### src/rtl/tmr_pkg.sv
package tmr_pkg;
  localparam int unsigned PRESC_W = 8;

  typedef enum logic [1:0] {
    SEL_LOAD  = 2'd0,
    SEL_COUNT = 2'd1,
    SEL_CTRL  = 2'd2,
    SEL_STAT  = 2'd3
  } reg_sel_e;

  typedef struct packed {
    logic [PRESC_W-1:0] presc;
    logic               irq_en;
    logic               reload;
    logic               en;
  } ctrl_t;

  // bit positions of control fields in the word
  localparam int unsigned CTL_EN_BIT     = 0;
  localparam int unsigned CTL_RELOAD_BIT = 1;
  localparam int unsigned CTL_IRQEN_BIT  = 2;
  localparam int unsigned CTL_PRESC_LSB  = 8;
endpackage

### src/rtl/tmr_prescaler.sv
module tmr_prescaler #(
  parameter int unsigned MAX_EXP = 3,
  parameter int unsigned EXP_W   = 8
) (
  input  logic             clk_i,
  input  logic             rst_ni,
  input  logic             run_i,
  input  logic             clr_i,
  input  logic [EXP_W-1:0] exp_i,
  output logic             tick_o
);
  localparam int unsigned DIV_W = 4 * MAX_EXP;

  logic [DIV_W-1:0]   div_q;
  logic [EXP_W-1:0]   exp_eff;
  logic [MAX_EXP-1:0] nib_done;

  assign exp_eff = (exp_i > EXP_W'(MAX_EXP)) ? EXP_W'(MAX_EXP) : exp_i;

  // each nibble of the divider contributes a factor of 16 when selected
  for (genvar g = 0; g < MAX_EXP; g++) begin : g_nib
    assign nib_done[g] = (exp_eff <= EXP_W'(g)) || (&div_q[4*g +: 4]);
  end

  assign tick_o = run_i && (&nib_done);

  always_ff @(posedge clk_i or negedge rst_ni) begin
    if (!rst_ni)        div_q <= '0;
    else if (clr_i)     div_q <= '0;
    else if (tick_o)    div_q <= '0;
    else if (run_i)     div_q <= div_q + DIV_W'(1);
  end


  single_tick_chk: assert property (@(posedge clk_i) disable iff (!rst_ni)
    (tick_o && !clr_i && exp_i != '0) |=> (!tick_o || exp_i == '0));


  frozen_div_chk: assert property (@(posedge clk_i) disable iff (!rst_ni)
    (!run_i && !clr_i) |=> $stable(div_q));
endmodule

### src/rtl/tmr_downcount.sv
module tmr_downcount #(
  parameter int unsigned CNT_W = 32
) (
  input  logic             clk_i,
  input  logic             rst_ni,
  input  logic             restart_i,
  input  logic [CNT_W-1:0] restart_val_i,
  input  logic             tick_i,
  input  logic             reload_i,
  input  logic [CNT_W-1:0] reload_val_i,
  output logic [CNT_W-1:0] cnt_o,
  output logic             zero_o
);
  logic [CNT_W-1:0] cnt_q;
  logic             armed_q;
  logic             at_end;

  assign at_end = (cnt_q == '0) || (cnt_q == CNT_W'(1));
  assign zero_o = tick_i && armed_q && at_end && !restart_i;
  assign cnt_o  = cnt_q;

  always_ff @(posedge clk_i or negedge rst_ni) begin
    if (!rst_ni) begin
      cnt_q   <= '0;
      armed_q <= 1'b0;
    end else if (restart_i) begin
      cnt_q   <= restart_val_i;
      armed_q <= 1'b1;
    end else if (tick_i && armed_q) begin
      if (at_end) begin
        cnt_q   <= reload_i ? reload_val_i : '0;
        armed_q <= reload_i;
      end else begin
        cnt_q   <= cnt_q - CNT_W'(1);
      end
    end
  end


  oneshot_park_chk: assert property (@(posedge clk_i) disable iff (!rst_ni)
    (zero_o && !reload_i) |=> (cnt_o == '0));


  reload_value_chk: assert property (@(posedge clk_i) disable iff (!rst_ni)
    (zero_o && reload_i) |=> (cnt_o == $past(reload_val_i)));


  hold_no_tick_chk: assert property (@(posedge clk_i) disable iff (!rst_ni)
    (!tick_i && !restart_i) |=> $stable(cnt_o));
endmodule

### src/rtl/tmr_regfile.sv
module tmr_regfile
  import tmr_pkg::*;
#(
  parameter int unsigned DATA_W = 32,
  parameter int unsigned ADDR_W = 6
) (
  input  logic              clk_i,
  input  logic              rst_ni,
  input  logic              req_i,
  input  logic              we_i,
  input  logic [ADDR_W-1:0] addr_i,
  input  logic [DATA_W-1:0] wdata_i,
  output logic [DATA_W-1:0] rdata_o,
  input  logic [DATA_W-1:0] cnt_i,
  input  logic              zero_i,
  output ctrl_t             ctrl_o,
  output logic [DATA_W-1:0] load_o,
  output logic              restart_o,
  output logic [DATA_W-1:0] restart_val_o,
  output logic              irq_o
);
  localparam int unsigned CTL_W = $bits(ctrl_t) + 5;

  ctrl_t             ctrl_q;
  logic [DATA_W-1:0] load_q;
  logic              raw_q, pend_q;
  logic              hit;
  reg_sel_e          sel;
  logic              wr_load, wr_count, wr_ctrl, wr_stat;
  logic              en_rise;
  logic [CTL_W-1:0]  ctrl_word;

  assign hit = (addr_i[1:0] == 2'b00) && (addr_i[ADDR_W-1:4] == '0);
  assign sel = reg_sel_e'(addr_i[3:2]);

  assign wr_load  = req_i && we_i && hit && (sel == SEL_LOAD);
  assign wr_count = req_i && we_i && hit && (sel == SEL_COUNT);
  assign wr_ctrl  = req_i && we_i && hit && (sel == SEL_CTRL);
  assign wr_stat  = req_i && we_i && hit && (sel == SEL_STAT);

  assign en_rise = wr_ctrl && !ctrl_q.en && wdata_i[CTL_EN_BIT];

  always_comb begin
    restart_o     = 1'b0;
    restart_val_o = wdata_i;
    if (wr_count) begin
      restart_o = 1'b1;
    end else if (wr_load && ctrl_q.en) begin
      restart_o = 1'b1;
    end else if (en_rise) begin
      restart_o     = 1'b1;
      restart_val_o = load_q;
    end
  end

  always_ff @(posedge clk_i or negedge rst_ni) begin
    if (!rst_ni) begin
      ctrl_q <= '0;
      load_q <= '0;
    end else begin
      if (wr_load) load_q <= wdata_i;
      if (wr_ctrl) begin
        ctrl_q.en     <= wdata_i[CTL_EN_BIT];
        ctrl_q.reload <= wdata_i[CTL_RELOAD_BIT];
        ctrl_q.irq_en <= wdata_i[CTL_IRQEN_BIT];
        ctrl_q.presc  <= wdata_i[CTL_PRESC_LSB +: PRESC_W];
      end
    end
  end

  // zero event outranks a clearing write on the same edge
  always_ff @(posedge clk_i or negedge rst_ni) begin
    if (!rst_ni) begin
      raw_q  <= 1'b0;
      pend_q <= 1'b0;
    end else if (zero_i) begin
      raw_q  <= 1'b1;
      pend_q <= pend_q || ctrl_q.irq_en;
    end else if (wr_stat) begin
      raw_q  <= 1'b0;
      pend_q <= 1'b0;
    end
  end

  assign ctrl_word = {ctrl_q.presc, 5'b0, ctrl_q.irq_en, ctrl_q.reload, ctrl_q.en};

  always_comb begin
    rdata_o = '0;
    if (hit) begin
      unique case (sel)
        SEL_LOAD:  rdata_o = load_q;
        SEL_COUNT: rdata_o = cnt_i;
        SEL_CTRL:  rdata_o = DATA_W'(ctrl_word);
        SEL_STAT:  rdata_o = DATA_W'(raw_q);
        default:   rdata_o = '0;
      endcase
    end
  end

  assign ctrl_o = ctrl_q;
  assign load_o = load_q;
  assign irq_o  = pend_q;


  zero_needs_en_chk: assert property (@(posedge clk_i) disable iff (!rst_ni)
    zero_i |-> ctrl_q.en);


  masked_irq_chk: assert property (@(posedge clk_i) disable iff (!rst_ni)
    (zero_i && !ctrl_q.irq_en && !pend_q) |=> !irq_o);


  raw_set_chk: assert property (@(posedge clk_i) disable iff (!rst_ni)
    zero_i |=> raw_q);


  stat_clear_chk: assert property (@(posedge clk_i) disable iff (!rst_ni)
    (wr_stat && !zero_i) |=> (!irq_o && !raw_q));


  irq_level_chk: assert property (@(posedge clk_i) disable iff (!rst_ni)
    (irq_o && !wr_stat) |=> irq_o);


  irq_has_raw_chk: assert property (@(posedge clk_i) disable iff (!rst_ni)
    irq_o |-> raw_q);
endmodule

### src/rtl/prescaled_timer.sv
module prescaled_timer
  import tmr_pkg::*;
#(
  parameter int unsigned DATA_W  = 32,
  parameter int unsigned ADDR_W  = 6,
  parameter int unsigned MAX_EXP = 3
) (
  input  logic              clk_i,
  input  logic              rst_ni,
  input  logic              req_i,
  input  logic              we_i,
  input  logic [ADDR_W-1:0] addr_i,
  input  logic [DATA_W-1:0] wdata_i,
  output logic [DATA_W-1:0] rdata_o,
  output logic              irq_o
);
  ctrl_t             ctrl;
  logic [DATA_W-1:0] load_val, restart_val, cnt;
  logic              restart, tick, zero;

  tmr_regfile #(.DATA_W(DATA_W), .ADDR_W(ADDR_W)) u_regs (
    .clk_i, .rst_ni, .req_i, .we_i, .addr_i, .wdata_i, .rdata_o,
    .cnt_i(cnt), .zero_i(zero), .ctrl_o(ctrl), .load_o(load_val),
    .restart_o(restart), .restart_val_o(restart_val), .irq_o
  );

  tmr_prescaler #(.MAX_EXP(MAX_EXP), .EXP_W(PRESC_W)) u_presc (
    .clk_i, .rst_ni, .run_i(ctrl.en), .clr_i(restart),
    .exp_i(ctrl.presc), .tick_o(tick)
  );

  tmr_downcount #(.CNT_W(DATA_W)) u_cnt (
    .clk_i, .rst_ni, .restart_i(restart), .restart_val_i(restart_val),
    .tick_i(tick), .reload_i(ctrl.reload), .reload_val_i(load_val),
    .cnt_o(cnt), .zero_o(zero)
  );
endmodule

### config.mk
export PLATFORM = sky130hd
export DESIGN_NAME = prescaled_timer
export DESIGN_NICKNAME = d
export VERILOG_FILES = /design/src/rtl/tmr_pkg.sv /design/src/rtl/tmr_prescaler.sv /design/src/rtl/tmr_downcount.sv /design/src/rtl/tmr_regfile.sv /design/src/rtl/prescaled_timer.sv
export SDC_FILE = /design/constraint.sdc
export NUM_CORES = 1
export LEC_CHECK = 0
export ABC_AREA = 1
export BUFFER_PORTS_ARGS = -buffer_cell sky130_fd_sc_hd__clkbuf_2
export CAP_MARGIN = 25
export CORE_ASPECT_RATIO = 1.5
export CORE_UTILIZATION = 52
export DETAILED_ROUTE_END_ITERATION = 16
export PLACE_DENSITY = 0.84
export SYNTH_ARGS = -nofsm -noshare
export SYNTH_HDL_FRONTEND = slang
export SYNTH_SLANG_ARGS = --single-unit
export TNS_END_PERCENT = 30
### constraint.sdc
create_clock -name clk_i -period 5.4 [get_ports clk_i]
set_input_delay 1.08 -clock clk_i [delete_from_list [all_inputs] [get_ports clk_i]]
set_output_delay 1.08 -clock clk_i [all_outputs]
set_load 0.005 [all_outputs]
==> key figures <==
Flow run
  – Max_cap viols: 0

STA
  – Setup tns final: 0 ns
  – Final setup fails: 0
  – Slew Viols, Final: 0
  – Relative slew slack: around two fifths
  – RSZ-0062 raised after global routing: false
  – Crit share post-route: 66.31%
  – Slew @ Worst Pin: 0.9063 ns
  – Fmax: roughly 280 MHz
  – Final Worst Setup Slack: between 1.5 and 2 ns
  – Clock skew: 0.007337 ns
  – Minimum clock period: about 3.6 ns
  – Final number of hold-violating endpoints: 0
  – Worst hold margin: just under 0.5 ns

Power
  – Pleak: around 0.0037 µW
  – Sequential power share: approximately 45%
  – Comb pwr share: between 20% and 30%
  – Clock power frac: 31.9%
  – Net Sw Power: between 700 and 800 µW
  – Sw Ratio: 35.11%
  – Pint: roughly 1300 µW
  – Peak supply drop: around 0.00015 V
  – Cell area power density: between 200 and 300 mW/mm²

Cells and area
  – Fin cells: between 1,000 and 1,500
  – Synth-to-Final Area Change: 12.28%
  – Share of post-route cells with drive strength above 1: between 10% and 20%
  – Fillers: about 1,100
  – Commonest non-fill, non-tap cells in the layout: nand2_1 (380), inv_1 (94), nand3_1 (91)
  – Nets: 1,068
  – Antenna cells: 0
  – Commonest non-fill, non-tap cell in the layout: nand2_1
  – Final instance area: between 0.006 and 0.007 mm²

Critical path
  – CP max stage cell: clkinv_1
  – Worst setup startpoint: addr_i[2]
  – FF-to-FF End: u_cnt.cnt_o[28]$_DFFE_PN0P_
  – Kind of end point of the critical path: primary output
  – Data arrival, critical path: 2.50 ns
  – Setup slack, reg-to-reg: ~2.5 ns
  – CP Cell Sequence: clkbuf_2 -> inv_1 -> nor2_1 -> buf_4 -> clkinv_1 -> o211ai_1 -> nand2_1 -> inv_1 -> clkbuf_2
  – CP startpoint kind: primary input
  – Worst r2r src: u_cnt.cnt_o[1]$_DFFE_PN0P_
  – Reg2Reg Depth: 12
  – Critical Path RT: 4.32 ns
  – Crit Path Category: primary input to primary output
  – Crit-path max FO: 24
  – Crit-path max cell delay: roughly 0.34 ns

Placed design
  – RePlAce Congestion: 0.9765
  – Dpl cells: 1,162
  – Placed cell areas: roughly 0.0067 mm²
  – Pre-CTS setup slack: between 1.5 and 2 ns
  – Post-DP HPWL: around 13,000 µm
  – Buffers on Ports: between 70 and 80

Min path
  – Worst Min Path Start: u_cnt.cnt_o[1]$_DFFE_PN0P_
  – Hold Crit Depth: 2
  – HP Class: register to register
  – Worst Hold Endpoint: u_cnt.cnt_o[1]$_DFFE_PN0P_

Synth
  – Mapped Cells: just under 1,000
  – Yosys reg bits: 90
  – Syn Nets: slightly above 1,000
  – Mean Syn Cell Area: 6.449 µm²
  – Yosys cell types: 34
  – Post-Syn Area: 0.006217 mm²
  – Synth warn: 0
  – Sequential area share after synthesis: a little over a third

Routing
  – Post-Route WL: 17,440 µm
  – DR iter-0 viols: around 560
  – Detailed Routing Iterations Pass 1: 9
  – Avg WL per Cell: around 15 µm
  – DR DRC count: 0
  – Vias: 6,465
  – Drt via density: 5.488
  – Antenna viol nets, final: 0

CTS
  – Clock transition at path regs: ~0.07 ns
  – Hold-fix buffers at CTS: 0
  – Post-CTS sizing: 0
  – Setup Fix Bufs, Post-CTS: 0
  – Num CTS Buffers: 9
  – CTS Root Cell: clkbuf_16
  – Clk Latency, worst-skew pair: approximately 0.35 ns
  – CTS tree: done
  – Clock Sink Count: 90
  – CTS H-tree depth: 3
  – Bufs on Longest Clock Path: 2

Floorplanning
  – DIE WIDTH: roughly 90 µm
  – Row Count: 48
  – Die Y: 135.9 µm
  – Core Box Area: roughly 0.012 mm²
  – Die area: between 0.01 and 0.015 mm²
  – Initial Util: around 54%
  – Io pins: 75

Global routing
  – Largest net degree at the start of global routing: between 50 and 60
  – Global-route wire length before repair: approximately 29,000 µm
  – Total global-route track usage: 29.74%
  – Antenna violations before repair: 0
  – Vias in the first global route: 6,179
  – GR Overflow Total: 0

Status
  – Status: complete, no violations
per-stage QoR:
step,total power (µW),utilization [%]
floorplan,1223,-
global placement,1357,57.55
detailed placement,1370,57.67
CTS,2007,60.22
global route,2133,60.22
finish,2011,60.22
worst max path at each step:
stage | to | slack, ns | cells past startpoint
floorplan | rdata_o[0] | 2.35 | 4
global placement | rdata_o[14] | 1.88 | 9
detailed placement | rdata_o[12] | 1.84 | 9
CTS | rdata_o[12] | 1.83 | 9
global route | rdata_o[12] | 1.62 | 9
finish | rdata_o[12] | 1.82 | 9
cell families (layout without fill, tap and decap cells):
logic type,count (synthesis),in the layout,synth area share [%]
xor gates and xnor gates,20,20,2.817
adders and majority gates,3,3,0.6038
AOI/OAI and AO/OA,117,117,11.05
buffers and inverters,135,199,8.956
muxes,7,7,1.268
DFF,90,90,36.22
and+or+nand+nor,592,592,39.08
cells in the mapped netlist (all sizes together):
cell type  instances  area, µm²
o21ai             52      260.2
ha                 3      37.54
nand3             93      470.5
and2               3      18.77
nor2              95      376.6
nand4              6      37.54
a41oi              1      8.760
xor2              16      140.1
buf               19      118.9
mux2               7      78.83
clkbuf            17      63.81
dfrtp             90       2252
nor3              10      61.31
o221ai             3      26.28
xnor2              4      35.03
clkinv             2      7.510
nand2            383       1450
inv               97      366.6
o211ai            30      225.2
o21bai             3      22.52
nand3b             2      15.01
a21oi             28      143.9
sequential cells by signal (all words and copies together) (netlist names):
signal / count
u_cnt.armed_q: 1
u_cnt.cnt_o: 32
u_presc.div_q: 12
u_regs.ctrl_o: 11
u_regs.irq_o: 1
u_regs.load_o: 32
u_regs.raw_q: 1
final cells by class:
type / instances / area, µm² / share of cell area, %
Clock buffer: 10 / 229.0 / 3.280
Clock inverter: 6 / 66.31 / 0.9500
Inverter: 99 / 374.1 / 5.359
Multi-Input combinational cell: 739 / 3416 / 48.93
Sequential cell: 90 / 2252 / 32.26
Tap cell: 150 / 187.7 / 2.689
Timing Repair Buffer: 84 / 455.4 / 6.524
per-layer routing:
layer	vias to the layer above	part of all wire (%)	GRT usage, %
li1	3177	-	-
met1	3007	40	35.01
met2	223	51	51.98
met3	58	4.8	4.306
met4	0	4.3	16.49
met5	-	0	0
worst max-delay path: cells and delay by family:
kind            cells  cell delay (ns)
buf+inv             6             0.99
simple gates        2             0.16
compound gates      1             0.27
power by group through the flow:
stage | sequential [µW] | combinational [µW] | clock [µW]
3_5_place_dp | 903 | 466 | 0
6_report | 897 | 473 | 641
4_1_cts | 892 | 471 | 643
2_1_floorplan | 865 | 357 | 0
3_3_place_gp | 901 | 456 | 0
5_1_grt | 912 | 547 | 674
Note: power is estimated with default switching activity, not from simulation.
